===== config.mk =====
export PLATFORM = sky130hd
export DESIGN_NAME = stepper_phase_seq
export DESIGN_NICKNAME = d
export VERILOG_FILES = /design/src/rtl/stepper_phase_seq.sv
export SDC_FILE = /design/constraint.sdc
export NUM_CORES = 1
export LEC_CHECK = 0
export ABC_AREA = 0
export BUFFER_PORTS_ARGS = -buffer_cell sky130_fd_sc_hd__buf_2
export CORE_AREA = 5 5 42 44
export DETAILED_ROUTE_END_ITERATION = 6
export DIE_AREA = 0 0 47 49
export HOLD_SLACK_MARGIN = 0.03
export PLACE_DENSITY_LB_ADDON = 0.12
export SLEW_MARGIN = 20
export SYNTH_ARGS = -nofsm -noshare
export SYNTH_HDL_FRONTEND = slang
export SYNTH_SLANG_ARGS = --single-unit

===== constraint.sdc =====
create_clock -name clk -period 2.5 [get_ports clk]
set_clock_uncertainty 0.15 [all_clocks]
set_input_delay 0.125 -clock clk [delete_from_list [all_inputs] [get_ports clk]]
set_output_delay 0.125 -clock clk [all_outputs]
set_load 0.005 [all_outputs]

===== src/rtl/stepper_phase_seq.sv =====
module stepper_phase_seq #(
  parameter int CNT_W = 8
) (
  input  logic             clk,
  input  logic             rst,
  input  logic             step_tick,
  input  logic             mode_swing,
  input  logic             dir_level,
  input  logic [CNT_W-1:0] period,
  output logic             coil_a,
  output logic             coil_b1,
  output logic             coil_b2,
  output logic             coil_c,
  output logic             dir_now
);

  logic             ph_a, ph_b, ph_c;
  logic             swing_q;
  logic [CNT_W-1:0] step_cnt;
  logic             hit;

  assign hit     = (step_cnt == period);
  assign dir_now = (mode_swing & swing_q) | (~mode_swing & dir_level);

  always_ff @(posedge clk) begin
    if (rst) begin
      step_cnt <= '0;
      swing_q  <= 1'b0;
    end else if (step_tick) begin
      if (hit) begin
        step_cnt <= '0;
        swing_q  <= ~swing_q;
      end else begin
        step_cnt <= step_cnt + 1'b1;
      end
    end
  end

  always_ff @(posedge clk) begin
    if (rst) begin
      ph_a <= 1'b0;
      ph_b <= 1'b0;
      ph_c <= 1'b0;
    end else if (step_tick) begin
      ph_a <= ~ph_a;
      ph_b <= (ph_a & ~dir_now) | (ph_c & dir_now);
      ph_c <= (ph_a & ~dir_now) | (ph_b & dir_now);
    end
  end

  assign coil_a  = ph_a;
  assign coil_b1 = ph_b;
  assign coil_b2 = ph_b;
  assign coil_c  = ph_c;

  assert_idle_hold_R2: assert property (@(posedge clk) disable iff (rst)
    !step_tick |=> $stable({ph_a, ph_b, ph_c, swing_q, step_cnt}));

  assert_a_toggle_R3: assert property (@(posedge clk) disable iff (rst)
    step_tick |=> (ph_a != $past(ph_a)));

  assert_b_source_R4: assert property (@(posedge clk) disable iff (rst)
    step_tick |=> (ph_b == ($past(dir_now) ? $past(ph_c) : $past(ph_a))));

  assert_c_source_R5: assert property (@(posedge clk) disable iff (rst)
    step_tick |=> (ph_c == ($past(dir_now) ? $past(ph_b) : $past(ph_a))));

  assert_cnt_step_R7: assert property (@(posedge clk) disable iff (rst)
    (step_tick && !hit) |=> (step_cnt == $past(step_cnt) + 1'b1) && $stable(swing_q));

  assert_cnt_reload_R7: assert property (@(posedge clk) disable iff (rst)
    (step_tick && hit) |=> (step_cnt == '0) && (swing_q != $past(swing_q)));

endmodule


==> metrics.yaml <==
global_route:
  grt_pass1_wl_um: 1950
  grt_usage_pct: 11.6
  grt_max_degree: 13
  antenna_found_initial: 0
  grt_pass1_vias: 476
  gr-total-overflow: 0
clocking:
  root_buffer: "clkbuf_4"
  clkLatencyLatePin_ps: 270
  cts_buffers: 3
  cts_resized: 0
  post_cts_buffers: 0
  cts_tree: "yes"
  h-tree-depth: 1
  holdBufCountCts: 1
  clk_pin_slew_worst_paths_ps: 70
  cts.sinks: 12
  clockBufferDepth: 2
setup_path:
  cp-end-kind: "register"
  critPathKind: "register to register"
  r2r_end: "step_cnt[3]$_SDFFE_PP0P_"
  regToRegStartpoint: "step_cnt[2]$_SDFFE_PP0P_"
  critPathSlowestCell: "o31ai_2"
  path_max_fanout: 8
  crit_end: "step_cnt[3]$_SDFFE_PP0P_"
  cp_data_arrival_time_ps: 1690
  startpoint_type: "register"
  critPathMaxStageDelay_ps: 570
  r2r_cells: 4
  r2r_setup_slack_ps: 800
  crit_required_ps: 2490
  startpoint: "step_cnt[2]$_SDFFE_PP0P_"
  cp_cell_sequence: "xnor2_1 > nand4_1 > o31ai_2 > nor2_1"
finish:
  final_cell_mix: "buf_2 (17), xnor2_1 (13), nor2_1 (13), dfxtp_1 (12), nand2_1 (5)"
  antennaDiodeCount: 0
  final_util_pct: 52.0
  stdcell_area_sq_um: 728
  drive_gt1_share_pct: 24.4
  mostFrequentLayoutCell: "buf_2"
  area_growth_pct: 21.0
  nets: 102
synthesis:
  syn-num-nets: 81
  ys_ff_latch: 12
  synthAdderAreaFrac_pct: 2.08
  syn_area_per_cell_sq_um: 8.98
  ys_warn_count: 0
  synthMuxAreaShare_pct: 6.65
  yosys.area_share.simple_pct: 18.3
  synth_xor_area_share_pct: 23.3
  syn_area_sq_um: 602
  synth_top_family_by_area: "XOR/XNOR gates"
  synth.distinct_cells: 18
  synthCells: 67
  synth_compound_area_share_pct: 6.65
  yosysSeqAreaShare_pct: 39.9
placed_design:
  port-buffer-count: 17
  place_congestion: 0.808
  place_area_sq_um: 696
  detailedPlacementHpwl_um: 897
route:
  drt_iter0_markers: 5
  dr_total_vias: 511
  wl_per_cell_um: 11.3
  ant_nets: 0
  routed_wl_um: 1160
  drcViolationCount: 0
  vias_per_cell: 5.01
  dr.pass1.iters: 4
power:
  p_leak_nw: 0.300
  p_per_area_mw_per_mm2: 524
  finalPower_uw: 381
  max-vdd-ir-drop_v: 0.000245
timing:
  fmax_ghz: 0.587
  setup_viol: 0
  post-route-period-util_pct: 68.2
  rsz0062_at_grt: "no"
  maxSlewHeadroom_pct: 60.1
  tns_ps: 0
  slew_violations: 0
  worst-slew-pin-transition_ps: 595
  hold_violations: 0
  fin_crit_ps: 1700
flow_run:
  cap_violations: 0
floorplanning:
  die_area_sq_mm: 0.00230
  die_h_um: 49
  pin_count: 18
  initial_utilization_pct: 42.9
  die_x_um: 47
  core_sq_mm: 0.00140
  num_rows: 14
status:
  status: "completed"
min_path:
  worst_hold_path_type: "input pin to register"
-- registers in the layout, summed over array words and instances (netlist names) --
signal    cells
step_cnt      8
coil_b1       1
swing_q       1
coil_a        1
coil_c        1
-- critical path, delay by kind of cell, from the launching register on --
family                    cells  cell delay [ps]
AOI/OAI and AO/OA             1              570
xor gates and xnor gates      1              160
DFF                           1              430
and+or+nand+nor               2              260
-- kinds of logic (layout without fill, tap and decap cells) --
| kind of cell | after synthesis | count (layout) |
|---|---|---|
| and+or+nand+nor | 25 | 25 |
| xor gates and xnor gates | 16 | 16 |
| DFF | 12 | 12 |
| AOI/OAI and AO/OA | 5 | 5 |
| muxes | 4 | 4 |
| buffers and inverters | 4 | 23 |
| adders and majority gates | 1 | 1 |
-- worst min-delay path by stage --
stage,cells past startpoint,slack (ps),to,startpoint
2_1_floorplan,1,40,swing_q$_SDFFE_PP0P_,rst
3_3_place_gp,2,210,coil_a$_SDFFE_PP0P_,rst
3_5_place_dp,2,200,swing_q$_SDFFE_PP0P_,rst
4_1_cts,2,80,coil_b1$_SDFFE_PP0P_,step_tick
5_1_grt,2,110,coil_b1$_SDFFE_PP0P_,step_tick
6_report,2,80,coil_b1$_SDFFE_PP0P_,step_tick
-- layer usage --
metal | routed length (um) | vias up | track usage (%)
met1 | 509 | 228 | 13.7
met4 | 24 | 0 | 6.91
met3 | 99 | 4 | 3.32
met2 | 521 | 16 | 17.6
met5 | 0 | - | 0
li1 | - | 263 | -
-- Yosys cell counts (all sizes together) --
| master | count | area (sq um) |
|---|---|---|
| nor3 | 1 | 5.00 |
| xnor2 | 13 | 114 |
| nand3 | 1 | 5.00 |
| dfxtp | 12 | 240 |
| ha | 1 | 12.5 |
| a21oi | 1 | 5.00 |
| or4 | 1 | 7.51 |
| nand4 | 4 | 25.0 |
| mux2i | 4 | 40.0 |
| nor2 | 13 | 48.8 |
| a211oi | 2 | 15.0 |
| xor2 | 3 | 26.3 |
| buf | 1 | 7.51 |
| nand2 | 5 | 18.8 |
| o31ai | 2 | 20.0 |
| inv | 2 | 7.51 |
| clkbuf | 1 | 3.75 |
-- through the flow --
| step | worst slack, ps | hold WS (ps) | cells |
|---|---|---|---|
| global placement | 797 | 205 | 98 |
| detailed placement | 779 | 204 | 98 |
| global route | 583 | 113 | 102 |
| floorplan | 1040 | 44.1 | 67 |
| CTS | 768 | 75.4 | 102 |
| finish | 796 | 81.5 | 102 |
-- power breakdown --
| group | total [mW] | internal, mW | switching (mW) |
|---|---|---|---|
| sequential | 0.208 | 0.199 | 0.00900 |
| combinational | 0.0548 | 0.0299 | 0.0249 |
| clock | 0.119 | 0.0558 | 0.0629 |
| total | 0.381 | 0.284 | 0.0968 |
-- layout make-up --
class | count | area (sq um)
fill | 146 | 673
multi-input combinational | 51 | 343
sequential | 12 | 240
timing repair buffer | 18 | 95.1
clock buffer | 3 | 22.5
tap | 16 | 20.0
inverter | 2 | 7.51
(Power assumes the default switching activity.)
